**src/rtl/pfd_pkg.sv**
```systemverilog
package pfd_pkg;
    typedef enum logic [1:0] {
        ST_IDLE = 2'd0,
        ST_UP   = 2'd1,
        ST_DN   = 2'd2
    } pfd_state_e;
endpackage

```
**src/rtl/pfd_edge_sync.sv**
```systemverilog
module pfd_edge_sync #(
    parameter int STAGES = 2
) (
    input  logic clk,
    input  logic rst,
    input  logic async_in,
    output logic rise
);
    typedef struct packed {
        logic [STAGES-1:0] chain;
        logic              prev;
    } sync_t;

    sync_t s_d, s_q;

    always_comb begin
        s_d       = s_q;
        s_d.chain = {s_q.chain[STAGES-2:0], async_in};
        s_d.prev  = s_q.chain[STAGES-1];
    end

    always_ff @(posedge clk) begin
        if (rst) s_q <= '0;
        else     s_q <= s_d;
    end

    assign rise = s_q.chain[STAGES-1] & ~s_q.prev;
endmodule

```
**src/rtl/pfd_core.sv**
```systemverilog
module pfd_core
    import pfd_pkg::*;
(
    input  logic clk,
    input  logic rst,
    input  logic ref_rise,
    input  logic fb_rise,
    output logic pump_up,
    output logic pump_dn,
    output logic phase_ok
);
    typedef struct packed {
        pfd_state_e st;
    } core_t;

    core_t c_d, c_q;

    always_comb begin
        c_d = c_q;
        if (ref_rise && fb_rise) begin
            c_d.st = ST_IDLE;
        end else begin
            unique case (c_q.st)
                ST_IDLE: begin
                    if (ref_rise)     c_d.st = ST_UP;
                    else if (fb_rise) c_d.st = ST_DN;
                end
                ST_UP:   if (fb_rise)  c_d.st = ST_IDLE;
                ST_DN:   if (ref_rise) c_d.st = ST_IDLE;
                default: c_d.st = ST_IDLE;
            endcase
        end
    end

    always_ff @(posedge clk) begin
        if (rst) c_q.st <= ST_IDLE;
        else     c_q    <= c_d;
    end

    assign pump_up  = (c_q.st == ST_UP);
    assign pump_dn  = (c_q.st == ST_DN);
    assign phase_ok = (c_q.st == ST_IDLE);


    excl_pump_chk: assert property (@(posedge clk) disable iff (rst)
        !(pump_up && pump_dn) && (phase_ok == !(pump_up || pump_dn)));


    ref_starts_up_chk: assert property (@(posedge clk) disable iff (rst)
        (phase_ok && ref_rise && !fb_rise) |=> pump_up);


    fb_starts_dn_chk: assert property (@(posedge clk) disable iff (rst)
        (phase_ok && fb_rise && !ref_rise) |=> pump_dn);


    both_idle_chk: assert property (@(posedge clk) disable iff (rst)
        (ref_rise && fb_rise) |=> phase_ok);


    reset_quiet_chk: assert property (@(posedge clk)
        rst |=> (phase_ok && !pump_up && !pump_dn));
endmodule

```
**src/rtl/pfd_lock_qual.sv**
```systemverilog
module pfd_lock_qual #(
    parameter int CNT_W        = 16,
    parameter int LOCK_PERIODS = 16
) (
    input  logic             clk,
    input  logic             rst,
    input  logic             ref_rise,
    input  logic             phase_ok,
    input  logic [CNT_W-1:0] lock_thresh,
    output logic             locked
);
    localparam int GOOD_W = $clog2(LOCK_PERIODS + 1);
    localparam logic [CNT_W-1:0]  LOW_MAX  = '1;
    localparam logic [GOOD_W-1:0] GOOD_TOP = GOOD_W'(LOCK_PERIODS);

    typedef struct packed {
        logic [CNT_W-1:0]  low_cnt;
        logic [GOOD_W-1:0] good_cnt;
        logic              locked;
    } lq_t;

    lq_t l_d, l_q;
    logic period_bad;

    assign period_bad = (l_q.low_cnt >= lock_thresh);

    always_comb begin
        l_d = l_q;
        if (ref_rise) begin
            l_d.low_cnt = '0;
            if (period_bad) begin
                l_d.good_cnt = '0;
                l_d.locked   = 1'b0;
            end else begin
                if (l_q.good_cnt != GOOD_TOP) l_d.good_cnt = l_q.good_cnt + 1'b1;
                l_d.locked = (l_d.good_cnt == GOOD_TOP);
            end
        end else if (!phase_ok && l_q.low_cnt != LOW_MAX) begin
            l_d.low_cnt = l_q.low_cnt + 1'b1;
        end
    end

    always_ff @(posedge clk) begin
        if (rst) l_q <= '0;
        else     l_q <= l_d;
    end

    assign locked = l_q.locked;


    bad_unlock_chk: assert property (@(posedge clk) disable iff (rst)
        (ref_rise && period_bad) |=> !locked);


    lock_on_ref_chk: assert property (@(posedge clk) disable iff (rst)
        $rose(locked) |-> $past(ref_rise));
endmodule

```
**src/rtl/phase_freq_detector.sv**
```systemverilog
module phase_freq_detector #(
    parameter int SYNC_STAGES  = 2,
    parameter int CNT_W        = 16,
    parameter int LOCK_PERIODS = 16
) (
    input  logic             clk,
    input  logic             rst,
    input  logic             ref_in,
    input  logic             fb_in,
    input  logic [CNT_W-1:0] lock_thresh,
    output logic             pump_up,
    output logic             pump_dn,
    output logic             phase_ok,
    output logic             locked
);
    localparam int N_IN = 2;

    logic [N_IN-1:0] raw_in;
    logic [N_IN-1:0] rise;

    assign raw_in = {fb_in, ref_in};

    for (genvar g = 0; g < N_IN; g++) begin : g_sync
        pfd_edge_sync #(.STAGES(SYNC_STAGES)) i_sync (
            .clk      (clk),
            .rst      (rst),
            .async_in (raw_in[g]),
            .rise     (rise[g])
        );
    end

    pfd_core i_core (
        .clk      (clk),
        .rst      (rst),
        .ref_rise (rise[0]),
        .fb_rise  (rise[1]),
        .pump_up  (pump_up),
        .pump_dn  (pump_dn),
        .phase_ok (phase_ok)
    );

    pfd_lock_qual #(.CNT_W(CNT_W), .LOCK_PERIODS(LOCK_PERIODS)) i_lock (
        .clk         (clk),
        .rst         (rst),
        .ref_rise    (rise[0]),
        .phase_ok    (phase_ok),
        .lock_thresh (lock_thresh),
        .locked      (locked)
    );
endmodule

```
**config.mk**
```make
export PLATFORM = sky130hd
export DESIGN_NAME = phase_freq_detector
export DESIGN_NICKNAME = d
export VERILOG_FILES = /design/src/rtl/pfd_pkg.sv /design/src/rtl/pfd_edge_sync.sv /design/src/rtl/pfd_core.sv /design/src/rtl/pfd_lock_qual.sv /design/src/rtl/phase_freq_detector.sv
export SDC_FILE = /design/constraint.sdc
export NUM_CORES = 1
export LEC_CHECK = 0
export ABC_AREA = 1
export BUFFER_PORTS_ARGS = -buffer_cell sky130_fd_sc_hd__buf_2
export CAP_MARGIN = 0
export CORE_ASPECT_RATIO = 0.9
export CORE_MARGIN = 8
export CORE_UTILIZATION = 60
export DETAILED_ROUTE_END_ITERATION = 10
export GPL_TIMING_DRIVEN = 0
export PLACE_DENSITY = 0.82
export SYNTH_ARGS = -nofsm -noshare
export SYNTH_HDL_FRONTEND = slang
export SYNTH_SLANG_ARGS = --single-unit
```
**constraint.sdc**
```tcl
create_clock -name clk -period 2.97 [get_ports clk]
set_input_delay 0.297 -clock clk [delete_from_list [all_inputs] [get_ports clk]]
set_output_delay 0.297 -clock clk [all_outputs]
set_load 0.05 [all_outputs]
```
==> summary.txt <==
status -> finished, final reports clean
Yosys top cell area share -> 0.3009
post-synthesis mux area share -> 0
area grow syn2layout -> 12.85%
Most used DFF post-synth -> dfxtp_1
IO Pins -> 24
EDFF count, synth -> 0
period utilization -> 0.6070
Fmax -> 554.7 MHz
1st-iter DRT viols -> 128
largest area contributor in the netlist -> dfxtp_1
maximum VDD drop -> 0.3765 mV
Post-CTS Resized -> 0
Placed Cells -> 368
Non-Filler Instances -> 376
Antenna Nets Post-Route -> 0
Critical Path AT -> 2.01 ns
clk_skew -> 0.006467 ns
die area -> 5430 µm²
first-pass GRT wire length -> 7603 µm
Mapped Area -> 1996 µm²
GRT overflow -> 0
Layout Nets -> 370
wire length per cell -> 11.09 µm
CTS Buffer Depth -> 2
Worst Tran Pin Value -> 0.5577 ns
xor and xnor area share after synthesis -> 0.04828
flop-to-flop setup slack -> 1.17 ns
combinational family with the most area after synthesis -> simple AND/OR/NAND/NOR gates
sequential cell area fraction in the yosys report -> 0.3009
largest net degree at the start of global routing -> 11
final slew viol count -> 0
PwrDens -> 372.4 nW/µm²
post-DP HPWL -> 3281 µm
most frequent cell after synthesis -> nand2_1
Cells after Synth -> 302
Buffers on Ports -> 22
Avg Cell Area, Syn -> 6.608 µm²
# diodes -> 0
core footprint -> 3278 µm²
worst reg2reg path depth -> 9
gpl congestion -> 0.9654
vias in the first global route -> 1,841
main area contributors after synthesis -> dfxtp_1 (30%), nand2_1 (16%), ha_1 (12%)
clk_lat worst skew -> 0.28 ns
fillers -> 302
r2r startpoint -> i_lock.l_q[6]
Buf/Inv on CP -> 1
CP Data Required Time -> 3.18 ns
CP Class -> reg2reg
Critical Path Fanout Max -> 10
RSZ-0062 raised after global routing -> no
DIE WIDTH -> 76.79 µm
leakage -> 1.051 nW
Max-Cap Viols -> 0
final setup vio count -> 0
Synth top cells by count -> nand2_1 (84), inv_1 (50), nor2_1 (43)
GRT Util Overall -> 0.1681
row cnt -> 20
delay of the slowest cell on the worst path -> 0.36 ns
Warnings, synthesis -> 0
Synth Area in Adders -> 0.1191
Post CTS Setup Buffer Count -> 0
Worst setup SP type -> flop
min-delay src -> ref_in
Reg area -> 600.6 µm²
Vert. Die Dim -> 70.72 µm
post-synthesis register bit count -> 30
Slew Limit Headroom -> 0.6268
Hold Path Class -> in2reg
Initial Util -> 0.6088
Pre-Repair DR Iteration Count -> 4
initial antenna violation count -> 0
Hold Path Depth -> 3
worst-case hold path end point -> g_sync[0].i_sync.s_d[2]
Unique masters post-synth -> 21
Clock Root Buffer -> clkbuf_8
CP Cell Sequence -> ha_1 > nand2_1 > nor2_2 > nand2_2 > nor2_1 > nor2_2 > buf_2 > nand2_1 > a21oi_1
Hold Buf Count CTS -> 0
hold violation total from the final report -> 0
layout cells sized above 1 -> 0.1386
Post-Synth Simple-Gate Area -> 0.3172
H-tree levels -> 2
FFs w/ async S/R, synth -> 0
synthesized net count -> 341
total negative setup slack -> 0 ns
area of the multi-input gates -> 1181 µm²
via count -> 1,881
Min Hold Slack -> 0.2162 ns
drt drc -> 0
fin util -> 0.6870
clk sink count -> 30
crit path capture type -> flop
reg2reg end -> i_lock.l_q[8]
CTS Buf Count -> 5
Final Critical Period -> 1.803 ns
Clk pin slew, worst setup/hold paths -> 0.06 ns
Compound-Gate Fraction of Synth Area -> 0.1072
CTS tree -> done
wirelength, routed -> 4168 µm
Vias/cell -> 5.003
Crit-path slowest cell -> dfxtp_1
family with the most delay on the worst path -> simple AND/OR/NAND/NOR gates
==> kinds of logic (layout without fill, tap and decap cells) <==
kind of cell	count (synthesis)	count (layout)
and+or+nand+nor	155	155
buffers and inverters	54	84
AOI/OAI and AO/OA	33	33
DFF	30	30
adders and majority gates	19	19
xor gates and xnor gates	11	11
==> worst max path at each step <==
stage                  startpoint             end  slack, ns  cells after the start
global placement    i_lock.l_q[6]  i_lock.l_q[10]       1.23                      9
CTS                 i_lock.l_q[6]   i_lock.l_q[8]       1.16                      9
global route        i_lock.l_q[6]   i_lock.l_q[6]       0.98                      9
detailed placement  i_lock.l_q[6]   i_lock.l_q[8]       1.19                      9
floorplan           i_core.c_q[0]  i_lock.l_q[16]       1.20                      5
finish              i_lock.l_q[6]   i_lock.l_q[8]       1.17                      9
==> power breakdown <==
group / internal, mW / total, mW / switching, mW
Combinational: 0.0326 / 0.0913 / 0.0587
Clock: 0.186 / 0.333 / 0.147
Sequential: 0.409 / 0.414 / 0.00488
Total: 0.629 / 0.839 / 0.210
==> stage by stage <==
step                      worst slack, ns  area (µm²)  total power, mW
final                               1.167        2252           0.8387
after global routing               0.9797        2252           0.8807
after CTS                           1.157        2252           0.8489
after detailed placement            1.190        2161           0.5155
after global placement              1.225        2161           0.5115
after floorplan                     1.195        1996           0.4844
==> area by class of cell <==
cell class / instances / area share
Timing Repair Buffer: 22 / 0.04889
Buffer: 4 / 0.01167
Tap cell: 44 / 0.02444
Sequential cell: 30 / 0.2667
Multi-Input combinational cell: 218 / 0.5244
Inverter: 50 / 0.08333
Clock buffer: 7 / 0.03833
Clock inverter: 1 / 0.002222
==> metal layers <==
layer  up-vias  routed length, µm  global-route usage
met5         -                  0                   0
met2        40               1872              0.2780
met1       836               2003              0.1988
met3         7                221             0.05443
met4         0                 70             0.05970
li1        998                  -                   -
==> cell usage in the layout, fill, tap and decap left out <==
cell,n
nand2_1,84
inv_1,50
nor2_1,43
dfxtp_1,30
buf_2,25
ha_1,19
nand3_1,15
a21oi_1,12
o21ai_0,10
a21oi_2,8
xor2_1,8
nand4_1,6
clkbuf_8,6
xnor2_1,3
nor3_1,3
nor2_2,2
o21bai_1,1
o21a_1,1
nor3_2,1
nand2_2,1
o21bai_4,1
buf_6,1
clkinv_2,1
clkbuf_1,1
==> flip-flops by register name (all words and copies together) (netlist names) <==
name	cells
g_sync.i_sync.s_d	4
g_sync.i_sync.s_q	2
i_core.c_q	2
i_lock.l_q	21
i_lock.locked	1
==> worst register-to-register path, cell delays in order (launching register included) <==
cell	delay, ns
dfxtp_1	0.36
ha_1	0.28
nand2_1	0.11
nor2_2	0.05
nand2_2	0.11
nor2_1	0.07
nor2_2	0.23
buf_2	0.29
nand2_1	0.09
a21oi_1	0.14
No activity file was read; power rests on OpenSTA's default activity.
